==> src/rtl/adc_serial_readout.sv <==
module adc_serial_readout #(
  parameter int DATA_W = 16
) (
  input  logic              clk,
  input  logic              rst_n,
  input  logic              ext_mode,
  input  logic              edge_sel,
  input  logic              conv_active,
  input  logic              conv_done,
  input  logic [DATA_W-1:0] result,
  input  logic              cs_n,
  input  logic              rd_n,
  input  logic              sclk,
  input  logic              chain_in,
  output logic              sdo,
  output logic              busy
);
  localparam int CNT_W = $clog2(DATA_W + 1);

  logic              sclk_q, chain_q, pend, active_q;
  logic [DATA_W-1:0] res_q, sreg;
  logic [CNT_W-1:0]  bit_cnt;

  wire active   = ext_mode & ~cs_n & ~rd_n;
  wire rise     = sclk & ~sclk_q;
  wire fall     = ~sclk & sclk_q;
  wire shift_ev = active & (edge_sel ? rise : fall);
  wire cap_ev   = active & (edge_sel ? fall : rise);
  wire last_bit = shift_ev && (bit_cnt == CNT_W'(DATA_W - 1));

  assign sdo  = ext_mode & ~cs_n & sreg[DATA_W-1];
  assign busy = conv_active | pend;

  always_ff @(posedge clk or negedge rst_n) begin
    if (!rst_n) begin
      sclk_q   <= 1'b0;
      active_q <= 1'b0;
      chain_q  <= 1'b0;
      res_q    <= '0;
      sreg     <= '0;
      bit_cnt  <= '0;
      pend     <= 1'b0;
    end else begin
      sclk_q   <= sclk;
      active_q <= active;
      if (conv_done) res_q <= result;
      if (cap_ev || (active && !active_q)) chain_q <= chain_in;
      if (cs_n) begin
        sreg    <= conv_done ? result : res_q;
        bit_cnt <= '0;
      end else if (shift_ev) begin
        sreg <= {sreg[DATA_W-2:0], chain_q};
        if (bit_cnt != CNT_W'(DATA_W)) bit_cnt <= bit_cnt + 1'b1;
      end
      if (ext_mode && conv_done) pend <= 1'b1;
      else if (last_bit) pend <= 1'b0;
    end
  end


  sdo_hold_chk: assert property (@(posedge clk) disable iff (!rst_n)
    (!cs_n && ext_mode && !shift_ev) |=> (cs_n || !ext_mode || $stable(sdo)));


  gated_clk_chk: assert property (@(posedge clk) disable iff (!rst_n)
    ((rd_n || !ext_mode) && !cs_n) |=> $stable(bit_cnt));


  cnt_clear_chk: assert property (@(posedge clk) disable iff (!rst_n)
    cs_n |=> (bit_cnt == '0));


  busy_set_chk: assert property (@(posedge clk) disable iff (!rst_n)
    (ext_mode && conv_done) |=> busy);


  busy_hold_chk: assert property (@(posedge clk) disable iff (!rst_n)
    (pend && !last_bit) |=> busy);


  idle_low_chk: assert property (@(posedge clk) disable iff (!rst_n)
    $rose(cs_n) |-> !sdo);
endmodule

==> config.mk <==
export PLATFORM = sky130hd
export DESIGN_NAME = adc_serial_readout
export DESIGN_NICKNAME = d
export VERILOG_FILES = /design/src/rtl/adc_serial_readout.sv
export SDC_FILE = /design/constraint.sdc
export NUM_CORES = 1
export LEC_CHECK = 0
export BUFFER_PORTS_ARGS = -buffer_cell sky130_fd_sc_hd__clkbuf_2
export CAP_MARGIN = 20
export CORE_AREA = 2 2 76 78
export CTS_BUF_LIST = sky130_fd_sc_hd__clkbuf_16
export CTS_CLUSTER_SIZE = 28
export DETAILED_ROUTE_END_ITERATION = 16
export DIE_AREA = 0 0 78 80
export HOLD_SLACK_MARGIN = 0.15
export PLACE_DENSITY = 0.68
export SLEW_MARGIN = 10
export SYNTH_ARGS = -nofsm -noshare
export SYNTH_HDL_FRONTEND = slang
export SYNTH_SLANG_ARGS = --single-unit
==> constraint.sdc <==
create_clock -name clk -period 1.6 [get_ports clk]
set_clock_uncertainty 0.1 [all_clocks]
set_input_delay 0.08 -clock clk [delete_from_list [all_inputs] [get_ports clk]]
set_output_delay 0.08 -clock clk [all_outputs]
set_load 0.1 [all_outputs]
==> flow_metrics.env, run 1 <==
export IMPL_status="finished, violations left"
export IMPL_violations="negative setup slack"
export IMPL_crit_top_cell="ha_1"
export IMPL_synth_edf_count=0
export IMPL_start_util_pct=39.2
export IMPL_synth_area_um2=2120
export IMPL_layout_nets=286
export IMPL_drv_cap=0
export IMPL_dieArea_um2=6240
export IMPL_rows=27
export IMPL_core_um2=5410
export IMPL_cts_tree="yes"
export IMPL_syn_inst=198
export IMPL_final_cell_mix="41 x dfrtp_1, 34 x nand3_1, 26 x clkbuf_2"
export IMPL_maxSlewViolCount=0
export IMPL_netSwitchingFraction_pct=22.9
export IMPL_total_leakage_power_uw=0.00125
export IMPL_critPathLaunchType="flip-flop"
export IMPL_power_density_nw_per_um2=1030
export IMPL_gp_congestion=0.823
export IMPL_dr_pass1_iters=4
export IMPL_crit_buf_inv=0
export IMPL_ys_flop_type="dfrtp_1"
export IMPL_wire_per_inst_um=14.4
export IMPL_io_pins=28
export IMPL_overflow=0
export IMPL_hold_end="pend$_DFFE_PN0P_"
export IMPL_switchingPower_uw=679
export IMPL_crit_path_top_delay_cell="dfrtp_1"
export IMPL_clock_latency_ns=0.28
export IMPL_cts_buffers=5
export IMPL_drc=0
export IMPL_internal_power_uw=2280
export IMPL_antenna_cells=0
export IMPL_clock_sinks=41
export IMPL_clk_pin_slew_worst_paths_ns=0.06
export IMPL_avgSynthCellArea_um2=10.7
export IMPL_max_freq_mhz=609
export IMPL_setup_viol=4
export IMPL_combPwrFrac_pct=15.6
export IMPL_htreeDepth=2
export IMPL_ys_types=32
export IMPL_cpPeakStageDelay_ns=0.40
export IMPL_vdd_ir_drop_max_mv=0.478
export IMPL_worst_r2r_path_depth=5
export IMPL_drive_above_1_share_pct=25.6
export IMPL_fill_cells=507
export IMPL_r2r_start="bit_cnt[0]$_DFFE_PN0P_"
export IMPL_crit_path_end_kind="flip-flop"
export IMPL_synth_yosys_seq_area_share_pct=48.4
export IMPL_min_period_ns=1.64
export IMPL_crit_fanout=3
export IMPL_min_path_cells=4
export IMPL_first_global_vias=1637
export IMPL_path_class="reg2reg"
export IMPL_io_buffers=27
export IMPL_via_count=1747
export IMPL_cp_arrival_ns=1.71
export IMPL_clkPwrFrac_pct=44.4
export IMPL_dp_hpwl_mm=3.20
export IMPL_antenna_left=0
export IMPL_reg2reg_slack_ns=-0.04
export IMPL_tightest_slew_ns=0.538
export IMPL_mostFrequentLayoutCell="dfrtp_1"
export IMPL_total_power_uw=2960
export IMPL_fin_crit_sh_pct=103
export IMPL_rr_endpoint="bit_cnt[4]$_DFFE_PN0P_"
export IMPL_hp_start="rd_n"
export IMPL_whs_ns=0.146
export IMPL_syn_nets=227
export IMPL_drt_total_wl_mm=4.77
export IMPL_post_route_util_pct=53.2
export IMPL_rsz0062_at_grt="yes"
export IMPL_critPathTopFamily="adder cells"
export IMPL_fp_dieH_um=80
export IMPL_power_frac_seq_pct=40.1
export IMPL_regArea_um2=1030
export IMPL_slew_headroom_pct=64.3
export IMPL_grt_antenna_before_repair=0
export IMPL_drt_iter0_drc=151
export IMPL_synth_seq_cells=41
export IMPL_cp_required_ns=1.67
export IMPL_layout_setup_ws_ns=-0.0407
export IMPL_synthArstFlopShare_pct=100
export IMPL_hold_viol_final=0
export IMPL_area_delta_synth_final_pct=35.6
export IMPL_grt_first_pass_wirelength_mm=7.71
export IMPL_clock_path_buffers=2
export IMPL_root_buffer="clkbuf_16"
export IMPL_multi_input_area_um2=1020
export IMPL_grt_usage_pct=16.0
export IMPL_hold_class="in2reg"
export IMPL_via_per_inst=5.29
export IMPL_fp_dieW_um=78
export IMPL_path_cells="ha_1 > and3_1 > ha_1 > nor2_1 > mux2_4"
export IMPL_grt_max_degree=41
export IMPL_yosys_warnings=0
## routing by layer
layer / routed length (µm) / global-route usage (%) / share of wire (%) / up-vias
met1: 2190 / 20.4 / 46 / 851
met4: 68 / 6.84 / 1.4 / 0
li1: - / - / - / 842
met3: 190 / 3.05 / 4.0 / 5
met2: 2320 / 26.6 / 49 / 49
met5: 0 / 0 / 0 / -
## metrics by stage
step | setup TNS (ns) | cells | setup WS [ns] | cell area, µm²
after floorplan | -0.254 | 198 | -0.0942 | 2120
after global placement | -0.173 | 300 | -0.0998 | 2450
after detailed placement | -0.366 | 300 | -0.142 | 2450
after CTS | -0.0982 | 329 | -0.0278 | 2860
after global routing | -0.339 | 330 | -0.0869 | 2880
final | -0.0844 | 330 | -0.0407 | 2880
## timing repair
item / CTS / global route
hold buffers: 21 / 0
cloned: 0 / 0
pin swaps: 3 / 2
gates resized for setup: 2 / 2
endpoints found under the setup margin: 6 / 6
setup buffers: 0 / 1
hold endpoints to repair: 77 / 0
## worst max path at each step
stage / from / end / slack, ns / cells past startpoint
after floorplan: sclk_q$_DFF_PN0_ / bit_cnt[0]$_DFFE_PN0P_ / -0.09 / 4
after global placement: bit_cnt[0]$_DFFE_PN0P_ / bit_cnt[2]$_DFFE_PN0P_ / -0.1 / 6
after detailed placement: bit_cnt[0]$_DFFE_PN0P_ / bit_cnt[2]$_DFFE_PN0P_ / -0.14 / 6
after CTS: sclk_q$_DFF_PN0_ / bit_cnt[0]$_DFFE_PN0P_ / -0.03 / 3
after global routing: sclk_q$_DFF_PN0_ / bit_cnt[1]$_DFFE_PN0P_ / -0.09 / 4
final: bit_cnt[0]$_DFFE_PN0P_ / bit_cnt[4]$_DFFE_PN0P_ / -0.04 / 5
## area by class of cell
cell class                      instances  share of cell area (%)
Sequential cell                        41                    35.7
Inverter                                5                   0.652
Clock inverter                          3                    2.39
Clock buffer                            5                    4.35
Timing Repair Buffer                   68                    18.2
Multi-Input combinational cell        136                    35.6
Tap cell                               72                    3.13
## logic make-up after synthesis
group	count (synthesis)	share of synthesized area, %
AOI/OAI and AO/OA	38	14.4
adders and majority gates	3	1.77
buffers and inverters	21	4.13
DFF	41	48.4
muxes	21	11.6
and+or+nand+nor	74	19.7
## sequential cells by signal, summed over array words and instances, names as in the netlist
register  flops
res_q        16
sreg         16
bit_cnt       5
active_q      1
chain_q       1
pend          1
sclk_q        1
## cell usage after synthesis, drive strengths merged (2+ instances only)
master,instances,area [µm²]
o2111ai,2,17.5
mux2,20,236
o211ai,15,113
nor2,8,30.0
or3b,3,26.3
nand3b,2,15.0
buf,4,23.8
nand2,2,7.51
nor2b,18,113
clkbuf,12,45.0
a22oi,16,120
inv,5,18.8
ha,3,37.5
and3,2,12.5
dfrtp,41,1030
nand3,34,170
## worst reg2reg max path, delay by kind of cell, from the launching register on
family | cells | cell delay [ns]
adder cells (fa/ha/maj) | 2 | 0.52
flip-flops | 1 | 0.40
multiplexers | 1 | 0.27
AND/OR/NAND/NOR | 2 | 0.24
## power groups by stage
stage	logic (µW)	registers [µW]	clock network [µW]
finish	461	1190	1310
global route	508	1200	1380
CTS	462	1190	1340
detailed placement	419	1200	0
global placement	409	1200	0
floorplan	280	1190	0
Note: power is estimated with default switching activity, not from simulation.
==> run 2, diff against run 1 <==
--- a/config.mk
+++ b/config.mk
@@ -5,15 +5,16 @@
 export SDC_FILE = /design/constraint.sdc
 export NUM_CORES = 1
 export LEC_CHECK = 0
+export ABC_AREA = 1
 export BUFFER_PORTS_ARGS = -buffer_cell sky130_fd_sc_hd__clkbuf_2
 export CAP_MARGIN = 20
-export CORE_AREA = 2 2 76 78
+export CORE_AREA = 2 2 74 76
 export CTS_BUF_LIST = sky130_fd_sc_hd__clkbuf_16
 export CTS_CLUSTER_SIZE = 28
 export DETAILED_ROUTE_END_ITERATION = 16
-export DIE_AREA = 0 0 78 80
+export DIE_AREA = 0 0 76 78
 export HOLD_SLACK_MARGIN = 0.15
-export PLACE_DENSITY = 0.68
+export PLACE_DENSITY = 0.67
 export SLEW_MARGIN = 10
 export SYNTH_ARGS = -nofsm -noshare
 export SYNTH_HDL_FRONTEND = slang
==> run 2 against run 1 <==
Sequential cell count stayed put. Via count is 9.6% lower. Global-route usage is 2.2 points lower. Final area is 9.7% lower. Synthesized cell count is 24% higher. Non-clock buffer count is 13 lower. Maximum frequency is 11% higher. Hold slack better by 0.034 ns. The run now ends clean. Register-to-register slack better by 0.21 ns. Total power is 9.9% lower.
==> flow_metrics.env, run 2 <==
export IMPL_stdcell_count=368
export IMPL_path_class="in2reg"
export IMPL_clock_sinks=41
export IMPL_switchingPower_uw=625
export IMPL_max_freq_mhz=675
export IMPL_rows=26
export IMPL_netSwitchingFraction_pct=23.5
export IMPL_min_period_ns=1.48
export IMPL_ys_types=18
export IMPL_cp_required_ns=1.70
export IMPL_clk_pin_slew_worst_paths_ns=0.05
export IMPL_via_count=1579
export IMPL_cts_tree="yes"
export IMPL_ys_top_cells_by_count="71 x nand2_1, 43 x inv_1, 43 x o21ai_0, 41 x dfrtp_1, 10 x nor2_1"
export IMPL_layout_setup_ws_ns=0.118
export IMPL_grt_antenna_before_repair=0
export IMPL_root_buffer="clkbuf_16"
export IMPL_hp_start="edge_sel"
export IMPL_cp_arrival_ns=1.58
export IMPL_crit_fanout=17
export IMPL_internal_power_uw=2040
export IMPL_yosysMostFrequentCell="nand2_1"
export IMPL_critPathLaunchType="primary input"
export IMPL_tightest_slew_ns=0.569
export IMPL_fp_dieW_um=76
export IMPL_setup_viol=0
export IMPL_r2r_start="bit_cnt[0]$_DFFE_PN0P_"
export IMPL_rsz0062_at_grt="no"
export IMPL_drt_total_wl_mm=3.58
export IMPL_crit_path_end_kind="flip-flop"
export IMPL_area_delta_synth_final_pct=32.2
export IMPL_first_global_vias=1567
export IMPL_start_util_pct=38.9
export IMPL_power_frac_seq_pct=44.6
export IMPL_synth_yosys_seq_area_share_pct=52.3
export IMPL_via_per_inst=4.29
export IMPL_hold_viol_final=0
export IMPL_clock_latency_ns=0.28
export IMPL_total_leakage_power_uw=0.00131
export IMPL_synthArstFlopShare_pct=100
export IMPL_ys_flop_type="dfrtp_1"
export IMPL_hold_class="in2reg"
export IMPL_final_cell_mix="70 x nand2_1, 44 x inv_1, 43 x o21ai_0"
export IMPL_crit_buf_inv=4
export IMPL_slew_headroom_pct=62.0
export IMPL_fp_dieH_um=78
export IMPL_power_density_nw_per_um2=1030
export IMPL_status="finished clean"
export IMPL_fin_crit_sh_pct=92.6
export IMPL_cts_buffers=5
export IMPL_io_buffers=27
export IMPL_dp_hpwl_mm=2.30
export IMPL_combPwrFrac_pct=14.5
export IMPL_path_cells="dlygate4sd3_1 > clkbuf_2 > inv_6 > nand2_4 > nor2_4 > nand3_2 > nand2_4 > buf_12 > nand2_1 > o21ai_1"
export IMPL_antenna_left=0
export IMPL_maxSlewViolCount=0
export IMPL_grt_usage_pct=13.8
export IMPL_dr_pass1_iters=4
export IMPL_synth_top_area_share_pct=52.3
export IMPL_mostFrequentLayoutCell="nand2_1"
export IMPL_yosysTopAreaCell="dfrtp_1"
export IMPL_overflow=0
export IMPL_syn_nets=275
export IMPL_clock_path_buffers=2
export IMPL_clkPwrFrac_pct=40.9
export IMPL_yosys_warnings=0
export IMPL_crit_top_cell="nand2_4"
export IMPL_drt_iter0_drc=95
export IMPL_fill_cells=478
export IMPL_synth_edf_count=0
export IMPL_core_um2=5040
export IMPL_drc=0
export IMPL_gp_congestion=0.717
export IMPL_drive_above_1_share_pct=15.4
export IMPL_fin_setup_tns_ns=0
export IMPL_cpPeakStageDelay_ns=0.53
export IMPL_syn_inst=246
export IMPL_crit_path_top_delay_cell="dlygate4sd3_1"
export IMPL_antenna_cells=0
export IMPL_synth_area_um2=1960
export IMPL_critPathLaunch="cs_n"
export IMPL_drv_cap=0
export IMPL_place_ws_ns=0.153
export IMPL_htreeDepth=2
export IMPL_top_regs="res_q: 16 flops, sreg: 16 flops, bit_cnt: 5 flops"
export IMPL_critPathTopFamily="buffers and inverters"
export IMPL_io_pins=28
export IMPL_layout_nets=326
export IMPL_dpl_cell_count=336
export IMPL_synth_seq_cells=41
export IMPL_wire_per_inst_um=9.72
export IMPL_dieArea_um2=5930
export IMPL_grt_max_degree=42
export IMPL_grt_first_pass_wirelength_mm=6.65
export IMPL_ys_top_cells_by_area="dfrtp_1 52%, nand2_1 14%, o21ai_0 11%, inv_1 8.2%, nand3_1 2.3%"
export IMPL_post_route_util_pct=51.5
export IMPL_vdd_ir_drop_max_mv=0.597
export IMPL_avgSynthCellArea_um2=7.98
## run 2: layout make-up
cell class / instances / area, µm² / share of cell area, %
clock buffer: 5 / 125 / 4.82
clock inverter: 3 / 37.5 / 1.45
inverter: 44 / 170 / 6.55
multi-input combinational: 150 / 703 / 27.1
sequential: 41 / 1030 / 39.5
tap: 70 / 87.6 / 3.37
timing repair buffer: 55 / 447 / 17.2
## run 2: routing by layer
metal  track usage, %  vias up  wire [µm]
li1                 -      859          -
met1             17.5      692       1750
met2             23.0       22       1650
met3             3.26        6        115
met4             5.09        0         61
met5                0        -          0
## run 2: kinds of logic (layout without fill, tap and decap cells)
family	count (synthesis)	in the layout	synth area share (%)
DFF	41	41	52.3
buffers and inverters	55	107	12.4
adders and majority gates	3	3	1.91
AOI/OAI and AO/OA	51	51	13.0
and+or+nand+nor	96	96	20.4
## run 2: power groups by stage
stage / Combinational, µW / Sequential (µW) / Clock (µW)
2_1_floorplan: 234 / 1200 / 0
3_3_place_gp: 333 / 1200 / 0
3_5_place_dp: 341 / 1210 / 0
4_1_cts: 389 / 1190 / 1120
5_1_grt: 459 / 1200 / 1160
6_report: 385 / 1190 / 1090
## run 2: tightest hold or removal path, cell delays in order
cell and delay [ns]:
clkbuf_2 0.11, nand2_1 0.07, nand3_2 0.12, o21ai_0 0.08, nand2_1 0.06
## run 2: through the flow
step           power [µW]  instance area (µm²)  hold slack, ns
2_1_floorplan        1430                 1970          -0.316
3_3_place_gp         1540                 2180          0.0788
3_5_place_dp         1550                 2180          0.0850
4_1_cts              2700                 2580           0.165
5_1_grt              2820                 2600           0.222
6_report             2660                 2600           0.180
## run 2: path summary, 6_finish.rpt
kind	to	slack [ns]	cells past startpoint
hold / removal	pend$_DFFE_PN0P_	0.18	5
max in group asynchronous	res_q[14]$_DFF_PN0_	0.75	3
setup / recovery	sreg[13]$_DFFE_PN0P_	0.12	10
hold reg to reg	pend$_DFFE_PN0P_	0.39	2
setup reg to reg	bit_cnt[4]$_DFFE_PN0P_	0.17	7
min in group asynchronous	res_q[3]$_DFF_PN0_	0.30	3
## run 2: timing repair
item | 4_1_cts | 5_1_grt
hold endpoints to repair | 64 | 0
setup buffers | 0 | 1
setup endpoints to repair | 0 | 16
gates resized for setup | 0 | 3
hold buffers | 23 | 0
